==> src/rtl/pcm_tx_pkg.sv <==
package pcm_tx_pkg;

    localparam int SMP_W       = 16;
    localparam int SLOT_W_WIDE = 2 * SMP_W;
    localparam int SHIFT_W     = 2 * SLOT_W_WIDE;
    localparam int POS_W       = $clog2(SHIFT_W);
    localparam int HALF_BIT    = $clog2(SMP_W);

    typedef enum logic {
        FMT_NARROW = 1'b0,
        FMT_WIDE   = 1'b1
    } frame_fmt_e;

    typedef struct packed {
        logic [SMP_W-1:0] left;
        logic [SMP_W-1:0] right;
    } pcm_pair_t;

    // Index of the final bit period of a frame.
    function automatic logic [POS_W-1:0] frame_end(frame_fmt_e f);
        return (f == FMT_WIDE) ? POS_W'(SHIFT_W - 1) : POS_W'(2 * SMP_W - 1);
    endfunction

    // Frame image, MSB transmitted first.
    function automatic logic [SHIFT_W-1:0] frame_image(frame_fmt_e f, pcm_pair_t p);
        if (f == FMT_WIDE)
            return {p.left, {SMP_W{1'b0}}, p.right, {SMP_W{1'b0}}};
        else
            return {p.left, p.right, {(2 * SMP_W){1'b0}}};
    endfunction

    // Strobe level for a given bit period of the frame.
    function automatic logic strobe_at(frame_fmt_e f, logic [POS_W-1:0] pos);
        if (f == FMT_WIDE)
            return (pos < POS_W'(SLOT_W_WIDE));
        else
            return (pos >= POS_W'(SMP_W));
    endfunction

endpackage

==> src/rtl/ptx_bclk_gen.sv <==
module ptx_bclk_gen #(
    parameter int DIV_HALF = 2
) (
    input  logic clk,
    input  logic rst,
    output logic bclk,
    output logic fall_tick
);
    localparam int CNT_W = (DIV_HALF > 1) ? $clog2(DIV_HALF) : 1;
    localparam logic [CNT_W-1:0] CNT_TOP = CNT_W'(DIV_HALF - 1);

    logic [CNT_W-1:0] cnt_q;
    logic             bclk_q;
    logic             flip;

    assign flip = (cnt_q == CNT_TOP);

    always_ff @(posedge clk) begin
        if (rst) begin
            cnt_q  <= '0;
            bclk_q <= 1'b0;
        end else begin
            cnt_q <= flip ? '0 : cnt_q + 1'b1;
            if (flip)
                bclk_q <= ~bclk_q;
        end
    end

    assign bclk      = bclk_q;
    assign fall_tick = flip && bclk_q;

    // a falling tick is always followed by a low bit clock
    a_r2_low_after_tick: assert property (@(posedge clk) disable iff (rst)
        fall_tick |=> !bclk_q);

endmodule

==> src/rtl/ptx_pair_buf.sv <==
module ptx_pair_buf
    import pcm_tx_pkg::*;
(
    input  logic      clk,
    input  logic      rst,
    input  logic      in_valid,
    input  pcm_pair_t in_pair,
    output logic      in_ready,
    input  logic      take,
    output pcm_pair_t next_pair,
    output logic      underrun
);
    pcm_pair_t hold_q;
    pcm_pair_t last_q;
    logic      full_q;
    logic      und_q;

    assign in_ready  = !full_q;
    assign next_pair = full_q ? hold_q : last_q;
    assign underrun  = und_q;

    always_ff @(posedge clk) begin
        if (rst) begin
            hold_q <= '0;
            last_q <= '0;
            full_q <= 1'b0;
            und_q  <= 1'b0;
        end else begin
            if (take) begin
                last_q <= next_pair;
                und_q  <= !full_q;
            end
            if (take && full_q)
                full_q <= 1'b0;
            else if (in_valid && !full_q) begin
                full_q <= 1'b1;
                hold_q <= in_pair;
            end
        end
    end

    // an accepted pair closes the handshake on the next cycle
    a_r8_ready_drops: assert property (@(posedge clk) disable iff (rst)
        (in_valid && in_ready) |=> !in_ready);

    // the underrun flag only moves after a frame boundary
    a_r10_flag_at_boundary: assert property (@(posedge clk) disable iff (rst)
        !$past(take) |-> $stable(underrun));

endmodule

==> src/rtl/ptx_framer.sv <==
module ptx_framer
    import pcm_tx_pkg::*;
(
    input  logic       clk,
    input  logic       rst,
    input  frame_fmt_e fmt,
    input  logic       fall_tick,
    input  pcm_pair_t  src_pair,
    output logic       take,
    output logic       ws,
    output logic       sd
);
    logic [SHIFT_W-1:0] shift_q;
    logic [SHIFT_W-1:0] cur_word;
    logic [POS_W-1:0]   pos_q;
    logic [POS_W-1:0]   pos_nxt;
    logic               started_q;
    logic               lag_q;
    logic               raw_bit;
    logic               ws_q;
    logic               sd_q;
    logic               at_start;

    assign at_start = fall_tick && (!started_q || pos_q == frame_end(fmt));
    assign take     = at_start;

    always_comb begin
        cur_word = at_start ? frame_image(fmt, src_pair) : shift_q;
        pos_nxt  = at_start ? '0 : pos_q + 1'b1;
        raw_bit  = cur_word[SHIFT_W-1];
    end

    always_ff @(posedge clk) begin
        if (rst) begin
            shift_q   <= '0;
            pos_q     <= '0;
            started_q <= 1'b0;
            lag_q     <= 1'b0;
            ws_q      <= 1'b0;
            sd_q      <= 1'b0;
        end else if (fall_tick) begin
            shift_q   <= cur_word << 1;
            pos_q     <= pos_nxt;
            started_q <= 1'b1;
            lag_q     <= raw_bit;
            sd_q      <= (fmt == FMT_NARROW) ? lag_q : raw_bit;
            ws_q      <= strobe_at(fmt, pos_nxt);
        end
    end

    assign ws = ws_q;
    assign sd = sd_q;

    // the lower half of every wide slot is padding
    a_r7_pad_zero: assert property (@(posedge clk) disable iff (rst)
        (fmt == FMT_WIDE && started_q && pos_q[HALF_BIT]) |-> !sd_q);

    // the strobe only moves at a channel boundary
    a_r4_ws_slot_edge: assert property (@(posedge clk) disable iff (rst)
        !$stable(ws_q) |-> (pos_q[HALF_BIT-1:0] == '0));

endmodule

==> src/rtl/serial_pcm_tx.sv <==
module serial_pcm_tx
    import pcm_tx_pkg::*;
#(
    parameter int DIV_HALF = 2
) (
    input  logic             clk,
    input  logic             rst,
    input  logic             fmt_wide,
    input  logic             s_valid,
    input  logic [SMP_W-1:0] s_left,
    input  logic [SMP_W-1:0] s_right,
    output logic             s_ready,
    output logic             bclk_o,
    output logic             ws_o,
    output logic             sd_o,
    output logic             underrun_o
);
    frame_fmt_e mode_q;
    pcm_pair_t  in_pair;
    pcm_pair_t  send_pair;
    logic       tick;
    logic       take;

    always_ff @(posedge clk) begin
        if (rst)
            mode_q <= frame_fmt_e'(fmt_wide);
    end

    assign in_pair = '{left: s_left, right: s_right};

    ptx_bclk_gen #(.DIV_HALF(DIV_HALF)) u_clkgen (
        .clk       (clk),
        .rst       (rst),
        .bclk      (bclk_o),
        .fall_tick (tick)
    );

    ptx_pair_buf u_buf (
        .clk       (clk),
        .rst       (rst),
        .in_valid  (s_valid),
        .in_pair   (in_pair),
        .in_ready  (s_ready),
        .take      (take),
        .next_pair (send_pair),
        .underrun  (underrun_o)
    );

    ptx_framer u_framer (
        .clk       (clk),
        .rst       (rst),
        .fmt       (mode_q),
        .fall_tick (tick),
        .src_pair  (send_pair),
        .take      (take),
        .ws        (ws_o),
        .sd        (sd_o)
    );

    // the framing stays fixed once reset is released
    a_r1_mode_frozen: assert property (@(posedge clk) disable iff (rst)
        !$past(rst) |-> $stable(mode_q));

    // strobe and data move only with a falling bit clock
    a_r3_lines_hold: assert property (@(posedge clk) disable iff (rst)
        !$fell(bclk_o) |-> ($stable(ws_o) && $stable(sd_o)));

endmodule

==> config.mk <==
export PLATFORM = sky130hd
export DESIGN_NAME = serial_pcm_tx
export DESIGN_NICKNAME = d
export VERILOG_FILES = /design/src/rtl/pcm_tx_pkg.sv /design/src/rtl/ptx_bclk_gen.sv /design/src/rtl/ptx_pair_buf.sv /design/src/rtl/ptx_framer.sv /design/src/rtl/serial_pcm_tx.sv
export SDC_FILE = /design/constraint.sdc
export NUM_CORES = 1
export LEC_CHECK = 0
export CAP_MARGIN = 20
export CORE_ASPECT_RATIO = 2
export CORE_MARGIN = 1.5
export CORE_UTILIZATION = 30
export CTS_CLUSTER_DIAMETER = 40
export DETAILED_ROUTE_END_ITERATION = 16
export PLACE_DENSITY = 0.49
export RECOVER_POWER = 25
export SETUP_SLACK_MARGIN = 0.4
export SYNTH_ARGS = -nofsm -noshare
export SYNTH_HDL_FRONTEND = slang
export SYNTH_SLANG_ARGS = --single-unit
export TNS_END_PERCENT = 50
==> constraint.sdc <==
create_clock -name clk -period 1.5 [get_ports clk]
set_input_delay 0.3 -clock clk [delete_from_list [all_inputs] [get_ports clk]]
set_output_delay 0.3 -clock clk [all_outputs]
set_load 0.01 [all_outputs]
==> out/qor.txt, run 1 <==
status: complete, but fails checks
failing checks: setup timing
Die Height: 188 um
I/O pin cnt: 41
Mapped Cells: 615
fill count: 1645
Synth Flop Type: dfxtp_1
# hold bufs at CTS: 0
routed via count: 4600
Die Area: 18000 um^2
Avg Inst Size Synth: 8.36 um^2
syn nets: 652
main area contributors after synthesis: dfxtp_1 (49%), nand2_1 (11%), a21oi_1 (7.5%)
initial antenna violation count: 0
Detailed Route WL: 13900 um
RSZ-0062 raised after global routing: yes
EDFF count, synth: 1
CTS Buf Count: 17
Fmax achieved: 560 MHz
share of layout cells above drive strength 1: 31.9%
HPWL Detailed: 8530 um
Reg2Reg Setup Slack: -290 ps
Min Clock Period, post-route: 1790 ps
clock latency on the worst-skew pair: 410 ps
kind of critical path: register to register
Reg clk slew, reported paths: 60 ps
Max Buffers Root-to-Sink: 2
Hold WC Path Type: primary input to register
YS warnings: 0
Tot GR Track Use: 15.9%
flops & latches, synth: 126
routed len/inst: 15.3 um
worst vdd ir: 0.000736 V
CP Data Arrival Time: 2050 ps
DP Area: 6120 um^2
Post-DRT Antenna Nets: 0
Final Hold Vio Count: 0
Worst slew margin: 60.0%
Antenna Cells: 0
maxcap violations: 0
Power Density: 1200 nW/um^2
maximum fanout along the worst path: 8
Synth top area share: 48.6%
FP Rows: 67
Layout Nets: 726
post-route insts no fill: 909
CTS tree: done
CP required: 1770 ps
slack of the critical path: -287 ps
1st-iter DRT viols: 241
grt total ovfl: 0
final setup vio count: 90
CORE AREA: 16800 um^2
Area Overhead vs Synth: 45.2%
drt drc: 0
final worst-path cycle share: 119%
CP Capture Type: register
clk_skew: 8.68 ps
cell area after synthesis: 5140 um^2
Final Max Tran Viols: 0
Finished Cell Area: 7470 um^2
Clock Sinks: 126
leading area contributor after synthesis: dfxtp_1
asr flop ratio synth: 0%
GPL Wtd Cong: 0.748
vias in the first global route: 4530
Port Buf Inserts: 40
Starting Density: 30.7%
Leak: 2.62 nW
Pre-antenna DRT Iters: 5
placed cell count: 861
first-pass GRT wire length: 22300 um
Setup crit start kind: register
pin count of the biggest net entering global routing: 50
Root Driver: clkbuf_16
register area share after synthesis: 49.2%
Yosys cell types: 39
H-Tree Depth: 4
vias per std cell: 5.06
worst slew pin tran: 600 ps
Die Wd: 95.6 um
-- registers in the layout (all words and copies together), names as in the netlist, 6 cells and up --
register,cells
u_framer.shift_q,47
u_buf.hold_q,32
u_buf.last_q,32
u_framer.pos_q,6
-- power by group --
group	internal [mW]	switching, mW	leakage (nW)	total (mW)
combinational	0.370	0.439	1.28	0.809
clock	2.99	1.57	0.308	4.56
sequential	3.46	0.0930	1.03	3.56
total	6.82	2.10	2.62	8.93
-- kinds of logic after synthesis --
family                     count (synthesis)  synth area share, %
adders and majority gates                  1                0.243
AOI/OAI and AO/OA                        160                 20.0
xor gates and xnor gates                   4                0.681
buffers and inverters                     54                 4.99
and+or+nand+nor                          247                 20.4
DFF                                      126                 49.2
muxes                                     23                 4.48
-- cell type report --
type / count / area (um^2) / area share [%]
clock inverter: 14 / 216 / 2.90
sequential: 126 / 2540 / 34.0
inverter: 2 / 10.0 / 0.134
timing repair buffer: 107 / 1170 / 15.7
multi-input combinational: 435 / 2830 / 37.9
clock buffer: 18 / 439 / 5.88
tap: 207 / 259 / 3.47
-- cells in the mapped netlist, types with 6 or more instances --
library cell and instances:
a21oi_1 77, a211oi_1 20, o21ai_0 19, buf_2 10, nor2_1 36, nor3_1 37
o211ai_1 9, mux2i_1 23, and3_1 8, dfxtp_1 125, nand3_1 6, clkbuf_1 32
nand2_1 150, a22oi_1 16
-- final timing paths --
path / start / endpoint / cells after the start
worst max-delay path: u_framer.pos_q[1]$_SDFFE_PP0P_ / u_buf.last_q[11]$_SDFFE_PP0N_ / 9
worst min-delay path: rst / u_framer.pos_q[3]$_SDFFE_PP0P_ / 2
worst max register to register: u_framer.pos_q[1]$_SDFFE_PP0P_ / u_buf.last_q[11]$_SDFFE_PP0N_ / 9
worst min register to register: u_buf.last_q[8]$_SDFFE_PP0N_ / u_buf.last_q[8]$_SDFFE_PP0N_ / 2
-- through the flow --
step                      util, %  power [mW]  hold WS (ps)  TNS [ps]  worst slack, ps
final                        44.5        8.93           144    -16940             -287
after global routing         44.5        9.24           147    -22850             -348
after CTS                    42.3        8.95           126    -15260             -245
after detailed placement     36.5        4.32           446    -17980             -335
after global placement       36.5        4.30           438    -13190             -246
after floorplan                 -        3.99           399     -5450             -149
-- per-layer routing --
layer | GRT usage (%) | wire, um | vias to the layer above
met2 | 26.6 | 7430 | 70
met1 | 19.0 | 5840 | 2223
met3 | 3.47 | 375 | 18
met4 | 6.96 | 291 | 0
li1 | - | - | 2289
met5 | 0 | 0 | -
-- layout by cell type (no fill, tap or decap), drive strengths merged, types with 2 or more instances in the layout --
cell type / instances
a211oi: 25
a21oi: 77
a221oi: 8
a22oi: 16
and3: 8
buf: 67
bufinv: 5
clkbuf: 24
clkdlybuf4s50: 33
clkinv: 5
clkinvlp: 4
dfxtp: 125
inv: 2
mux2i: 23
nand2: 150
nand3: 6
nor2: 36
nor2b: 2
nor3: 39
o211ai: 9
o21ai: 20
xor2: 3
-- worst max-delay path, stage by stage, from the launching register on --
cell and delay, ps:
dfxtp_2 360, ha_4 140, nand4_1 130, buf_4 170, o21ai_4 200, buf_6 140, nand3_4 140, clkbuf_16 230
nand2_1 70, a21oi_1 60
-- what timing repair did --
action | in CTS | in global routing
buffers inserted | 7 | 2
endpoints found under the setup margin | 128 | 128
gates cloned | 3 | 4
resized for setup | 94 | 78
pin swaps | 57 | 40
Power figures use the tool's default switching activity.
==> inputs of run 2 (changes only) <==
- CORE_UTILIZATION: 30 -> 52
- PLACE_DENSITY: 0.49 -> 0.76
==> run 2 against run 1 <==
Effect of this change: the run still ends with setup timing left; cell area is 1.1% lower; global-route usage rose by 11 points; worst setup slack lost 40 ps; critical path type unchanged; sequential power is essentially flat; core utilization increased by 32 points; register-to-register slack worse by 40 ps; critical path depth fell by 1; largest power group unchanged; cell count is 8.6% lower; die area down 41%.
==> out/qor.txt, run 2 (synthesis gave the netlist of run 1 again) <==
post-route insts no fill: 831
total internal power: 6.61 mW
reg2reg path depth: 8
Largest regs: u_framer.shift_q (47), u_buf.hold_q (32), u_buf.last_q (32)
Clock Sinks: 126
Root Driver: clkbuf_16
Final Max Tran Viols: 0
Layout Nets: 724
clock latency on the worst-skew pair: 420 ps
vias in the first global route: 4720
kind of critical path: register to register
CORE AREA: 9700 um^2
routed len/inst: 18.5 um
Detailed Route WL: 15400 um
worst slew pin tran: 740 ps
CP required: 1840 ps
FP Rows: 51
HPWL Detailed: 8050 um
DP Area: 5990 um^2
most common cell after layout, fill and taps aside: dfxtp_1
WHS Path Cells: 4
failing checks: setup timing
maxcap violations: 0
Comb power frac: 10.2%
Pre-antenna DRT Iters: 5
Worst slew margin: 50.7%
routed via count: 4978
vias per std cell: 5.99
final setup vio count: 88
clk_skew: 6.51 ps
placed cell count: 787
fill count: 612
pin count of the biggest net entering global routing: 61
final worst-path cycle share: 122%
Power Density: 1170 nW/um^2
Leak: 2.75 nW
I/O pin cnt: 41
Tot GR Track Use: 26.8%
Die Wd: 73.3 um
Post-DRT Antenna Nets: 0
status: complete, but fails checks
setup_tns: -19320 ps
Antenna Cells: 0
Port Buf Inserts: 40
max reg flops: 47
Die Area: 10500 um^2
Hold WC Path Type: primary input to register
CP Data Arrival Time: 2170 ps
maximum fanout along the worst path: 6
Reg clk slew, reported paths: 60 ps
clock share of power: 48.4%
CTS Buf Count: 17
fin util: 76.1%
Finished Cell Area: 7390 um^2
1st-iter DRT viols: 312
H-Tree Depth: 4
GPL Wtd Cong: 0.863
Final Hold Vio Count: 0
grt total ovfl: 0
slack of the critical path: -327 ps
Setup crit start kind: register
Sw Pwr: 2.01 mW
Min Clock Period, post-route: 1830 ps
total power: 8.62 mW
Area Overhead vs Synth: 43.6%
CP Capture Type: register
first-pass GRT wire length: 21800 um
Starting Density: 53.0%
most frequent cells in the layout: dfxtp_1 (121), nand2_1 (106), a21oi_1 (60), buf_4 (37), nor2_1 (34)
Biggest register: u_framer.shift_q
worst vdd ir: 0.00100 V
Max Buffers Root-to-Sink: 2
initial antenna violation count: 0
Seq pwr share: 41.3%
RSZ-0062 raised after global routing: yes
Fmax achieved: 547 MHz
multi-input logic area: 2900 um^2
switching share of power: 23.3%
Die Height: 144 um
Sequential Area: 2540 um^2
drt drc: 0
share of layout cells above drive strength 1: 32.8%
CTS tree: done
run 2: cell count changes in the layout (fill, tap and decap cells not counted), sizes merged:
cell,change
clkdlybuf4s15,+1
bufinv,-3
clkinv,-4
clkinvlp,-3
clkbuf,+6
run 2: critical path, stage by stage (launching register included):
cell	delay (ps)
edfxtp_1	430
xor2_2	190
o21a_4	270
nor3_4	240
buf_12	150
buf_12	120
clkbuf_16	170
nand2_4	50
a21oi_2	130
run 2: final timing paths:
| kind | start | endpoint | slack, ps |
|---|---|---|---|
| max | mode_q$_DFFE_PP_ | u_buf.last_q[9]$_SDFFE_PP0N_ | -330 |
| min | rst | u_framer.shift_q[17]$_SDFFE_PP0P_ | 290 |
| max reg2reg | mode_q$_DFFE_PP_ | u_buf.last_q[9]$_SDFFE_PP0N_ | -330 |
| min reg2reg | u_framer.ws$_SDFFE_PP0P_ | u_framer.ws$_SDFFE_PP0P_ | 450 |
run 2: power by group through the flow:
stage / sequential [mW] / clock, mW / combinational [mW]
2_1_floorplan: 3.59 / 0 / 0.401
3_3_place_gp: 3.60 / 0 / 0.680
3_5_place_dp: 3.61 / 0 / 0.693
4_1_cts: 3.55 / 4.18 / 0.771
5_1_grt: 3.57 / 4.35 / 0.940
6_report: 3.56 / 4.17 / 0.883
run 2: timing repair:
action | CTS | global route
resized for setup | 107 | 79
pin swaps | 57 | 41
setup buffers | 5 | 4
hold buffers | 0 | 0
gates cloned | 0 | 4
setup endpoints to repair | 128 | 128
run 2: through the flow:
step | worst slack, ps | hold slack, ps
after floorplan | -149 | 399
after global placement | -266 | 438
after detailed placement | -340 | 446
after CTS | -265 | 269
after global routing | -396 | 319
final | -327 | 290
run 2: layout make-up:
cell class / count / area share, %
multi-input combinational: 435 / 39.3
clock buffer: 27 / 7.23
timing repair buffer: 105 / 15.7
sequential: 126 / 34.4
tap: 132 / 2.24
clock inverter: 4 / 0.983
inverter: 2 / 0.169
run 2: metal layers:
layer | up-vias | wire length [um] | GRT usage (%) | part of all wire, %
met4 | 0 | 711 | 15.6 | 4.6
li1 | 2285 | - | - | -
met1 | 2433 | 5650 | 28.8 | 37
met5 | - | 0 | 0 | 0
met2 | 193 | 8370 | 46.7 | 54
met3 | 67 | 670 | 6.31 | 4.3
